### src/rtl/dac_front_pkg.sv
package dac_front_pkg;
  localparam int NUM_CH = 2;
  localparam int CH_A = 0;
  localparam int CH_B = 1;

  typedef struct packed {
    logic [NUM_CH-1:0] wrEn;
    logic              load;
  } strobe_t;
endpackage

### src/rtl/dac_front_ctrl.sv
module dac_front_ctrl
  import dac_front_pkg::*;
(
  input  logic    clk,
  input  logic    arstN,
  input  logic    csN,
  input  logic    wrN,
  input  logic    addrSel,
  input  logic    loadN,
  output strobe_t stb
);
  logic wrPrev;
  logic wrRise;

  always_ff @(posedge clk or negedge arstN) begin
    if (!arstN) wrPrev <= 1'b1;
    else        wrPrev <= wrN;
  end

  assign wrRise = ~wrPrev & wrN;

  always_comb begin
    stb.wrEn = '0;
    if (wrRise && !csN) stb.wrEn[addrSel] = 1'b1;
    stb.load = ~loadN;
  end
endmodule

### src/rtl/dac_front_datapath.sv
module dac_front_datapath
  import dac_front_pkg::*;
#(
  parameter int DATA_W = 8
) (
  input  logic              clk,
  input  logic              arstN,
  input  strobe_t           stb,
  input  logic [DATA_W-1:0] dataIn,
  output logic [DATA_W-1:0] heldCode [NUM_CH]
);
  logic [DATA_W-1:0] stageReg [NUM_CH];
  logic [DATA_W-1:0] outReg   [NUM_CH];

  for (genvar ch = 0; ch < NUM_CH; ch++) begin : g_ch
    always_ff @(posedge clk or negedge arstN) begin
      if (!arstN) begin
        stageReg[ch] <= '0;
        outReg[ch]   <= '0;
      end else begin
        if (stb.wrEn[ch]) stageReg[ch] <= dataIn;
        if (stb.load)     outReg[ch]   <= stb.wrEn[ch] ? dataIn : stageReg[ch];
      end
    end
    assign heldCode[ch] = outReg[ch];

    a_r7_hold_without_load: assert property (@(posedge clk) disable iff (!arstN)
      !stb.load |=> $stable(outReg[ch]));
    a_r5_load_copies_stage: assert property (@(posedge clk) disable iff (!arstN)
      (stb.load && !stb.wrEn[ch]) |=> outReg[ch] == $past(stageReg[ch]));
    a_r6_write_passes_through: assert property (@(posedge clk) disable iff (!arstN)
      (stb.load && stb.wrEn[ch]) |=> outReg[ch] == $past(dataIn));
    a_r4_clear_zeroes: assert property (@(posedge clk)
      !arstN |-> (outReg[ch] == '0 && stageReg[ch] == '0));
  end
endmodule

### src/rtl/dac_dual_front.sv
module dac_dual_front
  import dac_front_pkg::*;
#(
  parameter int DATA_W = 8
) (
  input  logic              clk,
  input  logic              rstN,
  input  logic              clrN,
  input  logic              csN,
  input  logic              wrN,
  input  logic              addrSel,
  input  logic [DATA_W-1:0] dataIn,
  input  logic              loadN,
  input  logic              pdN,
  output logic [DATA_W-1:0] codeA,
  output logic [DATA_W-1:0] codeB,
  output logic              pdFlag
);
  logic              arstN;
  strobe_t           stb;
  logic [DATA_W-1:0] heldCode [NUM_CH];

  assign arstN = rstN & clrN;

  dac_front_ctrl u_ctrl (
    .clk(clk), .arstN(arstN), .csN(csN), .wrN(wrN),
    .addrSel(addrSel), .loadN(loadN), .stb(stb)
  );

  dac_front_datapath #(.DATA_W(DATA_W)) u_dp (
    .clk(clk), .arstN(arstN), .stb(stb), .dataIn(dataIn), .heldCode(heldCode)
  );

  assign pdFlag = ~pdN;
  assign codeA  = pdN ? heldCode[CH_A] : '0;
  assign codeB  = pdN ? heldCode[CH_B] : '0;

  a_r10_zero_after_clear: assert property (@(posedge clk) disable iff (!rstN)
    $rose(clrN) |-> (heldCode[CH_A] == '0 && heldCode[CH_B] == '0));
endmodule

### config.mk
export PLATFORM = sky130hd
export DESIGN_NAME = dac_dual_front
export DESIGN_NICKNAME = d
export VERILOG_FILES = /design/src/rtl/dac_front_pkg.sv /design/src/rtl/dac_front_ctrl.sv /design/src/rtl/dac_front_datapath.sv /design/src/rtl/dac_dual_front.sv
export SDC_FILE = /design/constraint.sdc
export NUM_CORES = 1
export LEC_CHECK = 0
export ABC_AREA = 1
export BUFFER_PORTS_ARGS = -buffer_cell sky130_fd_sc_hd__buf_2
export CAP_MARGIN = 10
export CORE_MARGIN = 4
export CORE_UTILIZATION = 40
export DETAILED_ROUTE_END_ITERATION = 7
export GPL_TIMING_DRIVEN = 1
export PLACE_DENSITY_LB_ADDON = 0.15
export SLEW_MARGIN = 30
export SYNTH_ARGS = -nofsm -noshare
export SYNTH_HDL_FRONTEND = slang
export SYNTH_SLANG_ARGS = --single-unit
### constraint.sdc
create_clock -name clk -period 1.4 [get_ports clk]
set_clock_uncertainty 0.2 [all_clocks]
set_input_delay 0.07 -clock clk [delete_from_list [all_inputs] [get_ports clk]]
set_output_delay 0.07 -clock clk [all_outputs]
set_load 0.05 [all_outputs]
# After elaboration in Yosys (flattened, before gate mapping)
# Index checks and enable logic that the tools add are counted.
[classes] shifts=0 muxes=7 n_reduce_logical=3 mul=0 bitwise_logic=4 n_lt_le_gt_ge=2 n_eq_ne=0 add_sub_neg=0 n_div=0
[op_table] cell="8-bit 2-to-1 mux" n=4
[op_table] cell="1-bit AND" n=2
[op_table] cell="1-bit logical AND" n=2
[op_table] cell="1-bit by 2-bit less-than comparator with 1-bit output, second input constant" n=1
[op_table] cell="2-bit 2-to-1 mux" n=1
[op_table] cell="1-bit inverter" n=2
[op_table] cell="1-bit demux with 1-bit select" n=1
[op_table] cell="1-bit >= comparator, second input constant" n=1
[op_table] cell="1-bit logical NOT" n=1
[op_table] cell="1-bit 2-to-1 mux" n=1
[word_totals] latch_bits=0 elab_cells=21 reg_bits=33 romBits=0 mem_count=0 mem_bits_rw=0

# Logic depth before layout (Yosys ltp)
[logic_depth] depth_word=6 depth_mapped=6 ltp_nobuf=6

# Cells and area by module
# Synthesis repeated with hierarchy kept, for this count alone.
[hier_totals] hier_cells=204 hier_area_um2=1630.3
[by_module_without_submodules] mod="dac_front_datapath" cells_each=160 area_each_um2=1421.4 n_inst=1
[by_module_without_submodules] mod="dac_dual_front" cells_each=37 area_each_um2=160.2 n_inst=1
[by_module_without_submodules] mod="dac_front_ctrl" cells_each=7 area_each_um2=48.8 n_inst=1

# Worst setup path before layout
# OpenSTA, ideal clock, no wires.
[synth_timing] kind="register -> register" startpoint="reg u_ctrl.wrPrev" endpoint="reg u_dp.stageReg[10] (netlist name)" setup_time_ns=0.119 t_required_ns=1.081 stages_incl_launch_ff=5 synth_period_minus_slack_ns=1.243 n_path_buf=1 path_slack_ns=0.157 arrival_ns=0.924 path_cell_list="dfstp_2 > nor2_8 > buf_8 > nand4_1 > and2_1"
[synth_between] elab_chain_len=5
[synth_rtl] element="start: declaration" line="dac_front_ctrl.sv:12" text="logic wrPrev;"
[synth_rtl] element="start signal: assignment" line="dac_front_ctrl.sv:17" text="else wrPrev <= wrN;"
[synth_rtl] element="1-bit inverter" line="dac_front_ctrl.sv:20" text="assign wrRise = ~wrPrev & wrN;"
[synth_rtl] element="1-bit AND" line="dac_front_ctrl.sv:20"
[synth_rtl] element="1-bit logical AND" line="dac_front_ctrl.sv:24" text="if (wrRise && !csN) stb.wrEn[addrSel] = 1'b1;"
[synth_rtl] element="2-bit 2-to-1 mux" line="dac_front_ctrl.sv:24"
[synth_rtl] element="8-bit 2-to-1 mux"
[synth_rtl] element="end signal: indexed assignment" line="dac_front_datapath.sv:21" text="if (stb.wrEn[ch]) stageReg[ch] <= dataIn;"
[synth_rtl] element="end: declaration" line="dac_front_datapath.sv:12" text="logic [DATA_W-1:0] stageReg [NUM_CH];"
# No other way between the ends.
# A chain may end at the register's enable or synchronous reset.

# Worst setup path in the final report
[layout_timing] startpoint="reg u_ctrl.wrPrev" endpoint="reg u_dp.stageReg[4] (netlist name)"
# The elaborated chain is that of the path after synthesis.

==> impl_metrics.env <==
export IMPL_status="completed"
export IMPL_netlist_area_um2=1640
export IMPL_clk_latency_ns=0.29
export IMPL_wl_per_cell_um=12.1
export IMPL_cp_cell_sequence="buf_4 -> nor2_2 -> nand4_1 -> and2_1"
export IMPL_hp_class="in -> reg"
export IMPL_pin_count=33
export IMPL_gp_congestion=0.796
export IMPL_fp_coreArea_um2=4000
export IMPL_clk_pin_slew_worst_paths_ns=0.07
export IMPL_worst_pin_slew_ns=0.353
export IMPL_r2r_slack_ns=0.02
export IMPL_tritoncts="built"
export IMPL_grt_max_degree=34
export IMPL_worst_slack_ns=0.0171
export IMPL_pre_cts_slack_ns=0.0488
export IMPL_area_growth_pct=31.1
export IMPL_slowest_delay_ns=0.40
export IMPL_final_common_cell="nand2_1"
export IMPL_r2r_start="u_ctrl.wrPrev"
export IMPL_rr_endpoint="u_dp.stageReg[4]"
export IMPL_relSlewSlack_pct=76.4
export IMPL_crit_type="reg -> reg"
export IMPL_placementRows=23
export IMPL_required_ns=1.37
export IMPL_root_buffer="clkbuf_8"
export IMPL_synth_area_leader_cell="dfrtp_1"
export IMPL_ys_types=17
export IMPL_crit_start="u_ctrl.wrPrev"
export IMPL_ant_nets=0
export IMPL_crit_slowest_cell="dfstp_2"
export IMPL_cts_max_level=2
export IMPL_syn_area_per_cell_um2=8.09
export IMPL_n_fill_cell=388
export IMPL_clock_path_buffers=2
export IMPL_vias_per_cell=4.55
export IMPL_crit_fanout=4
export IMPL_r2r_cells=4
export IMPL_utilization_pct=53.8
export IMPL_wirelength_um=3680
export IMPL_die_w_um=72.1
export IMPL_grt_pass1_wl_um=5660
export IMPL_maxCapViolCount=0
export IMPL_timing_fmax_mhz=723
export IMPL_clock_sinks=33
export IMPL_grt_antenna_before_repair=0
export IMPL_drv_slew=0
export IMPL_synth_fp_nets=219
export IMPL_vdd_drop_max_mv=0.607
export IMPL_via_count=1387
export IMPL_seqCellArea_um2=827
export IMPL_synth_area_leaders="dfrtp_1 49%, nand2_1 15%, inv_1 10%"
export IMPL_dieArea_um2=5200
export IMPL_die_h_um=72.1
export IMPL_start_util_pct=41.1
export IMPL_startpoint_type="flop"
export IMPL_diodes=0
export IMPL_yosysWarnings=0
export IMPL_p_per_area_nw_per_um2=1290
export IMPL_place_hpwl_um=2360
export IMPL_final_cell_mix="65 x nand2_1, 43 x inv_1, 32 x buf_2, 32 x dfrtp_1"
export IMPL_arrival_ns=1.36
export IMPL_end_kind="flop"
export IMPL_placed_cells=279
export IMPL_leakage_nw=1.27
export IMPL_drc=0
export IMPL_multi_input_area_um2=612
export IMPL_fin_cells=305
export IMPL_first_iter_violations=87
export IMPL_finalCritPeriodShare_pct=98.8
export IMPL_cts_buffers=5
export IMPL_period_needed_ns=1.38
export IMPL_setup_viol=0
export IMPL_seq_area_frac_synth_pct=50.3
export IMPL_drt_pass1_iter_count=4
export IMPL_synth_cells=203
export IMPL_grt_overflow_total=0
export IMPL_synth_top_area_share_pct=48.7
export IMPL_ys_ff_latch=33
export IMPL_hold_viol_final=0
export IMPL_critPathCapture="u_dp.stageReg[4]"
export IMPL_grt_use_total_pct=14.2
export IMPL_layout_nets=270
export IMPL_io_buffers=32
export IMPL_grt_pass1_vias=1215
export IMPL_drive_above_1_share_pct=21.6
## logic make-up (layout without fill, tap and decap cells)
| family | count (synthesis) | count (layout) | synth area share (%) |
|---|---|---|---|
| buffers and inverters | 54 | 104 | 14.4 |
| DFF | 33 | 33 | 50.3 |
| and+or+nand+nor | 116 | 118 | 35.3 |
## routing by layer
layer / global-route usage, % / part of all wire [%] / wire length [µm] / vias up
li1: - / - / - / 718
met1: 21.7 / 52 / 1920 / 629
met2: 19.1 / 43 / 1570 / 34
met3: 3.74 / 4.2 / 154 / 6
met4: 5.01 / 1.1 / 42 / 0
met5: 0 / 0 / 0 / -
## registers in the layout, indices dropped and copies added, names as in the netlist
name / count
u_ctrl.wrPrev: 1
u_dp.heldCode: 16
u_dp.stageReg: 16
## final cells by class
class	count	share of cell area (%)
timing repair buffer	50	16.7
multi-input combinational	118	28.4
sequential	33	38.4
clock buffer	7	4.01
clock inverter	1	1.39
inverter	46	8.13
tap	50	2.91
## worst min path at each step
stage	startpoint	end	slack [ns]	depth (start not counted)
6_report	addrSel	u_dp.stageReg[0]	0.06	3
5_1_grt	addrSel	u_dp.stageReg[0]	0.07	3
4_1_cts	addrSel	u_dp.stageReg[7]	0.05	3
3_5_place_dp	clrN	u_dp.heldCode[6]	-0.06	4
3_3_place_gp	clrN	u_dp.heldCode[6]	-0.05	4
2_1_floorplan	wrN	u_ctrl.wrPrev	-0.13	0
## timing repair
action	in CTS	in global routing
setup endpoints to repair	0	9
hold buffers	12	3
gates resized for setup	0	4
endpoints found under the hold margin	66	2
buffers inserted	0	1
## worst max-delay path: cells and delay by family, from the launching register on
family	cells	cell delay, ns
DFF	1	0.40
and+or+nand+nor	3	0.52
buffers and inverters	1	0.15
## power breakdown
| part | switching, mW | internal, mW |
|---|---|---|
| combinational | 0.448 | 0.231 |
| sequential | 0.0628 | 1.11 |
| clock | 0.351 | 0.580 |
## metrics by stage
stage               hold slack [ns]  instance area, µm²  setup TNS [ns]  total power, mW
floorplan                    -0.126                1640               0             1.68
global placement            -0.0512                1830               0             1.81
detailed placement          -0.0561                1830               0             1.82
CTS                          0.0516                2070               0             2.77
global route                 0.0669                2150         -0.0279             2.94
finish                       0.0612                2150               0             2.79
## synth_stat cells
cell type   n
buf_4       1
inv_1      44
nand4_1    16
buf_2       2
clkbuf_4    1
inv_4       1
inv_2       1
nand3_1    16
nand2_1    65
buf_8       1
nand3_4     2
and2_1     16
dfstp_2     1
clkbuf_8    1
clkbuf_1    2
dfrtp_1    32
nor2_8      1
(Power assumes the default switching activity.)
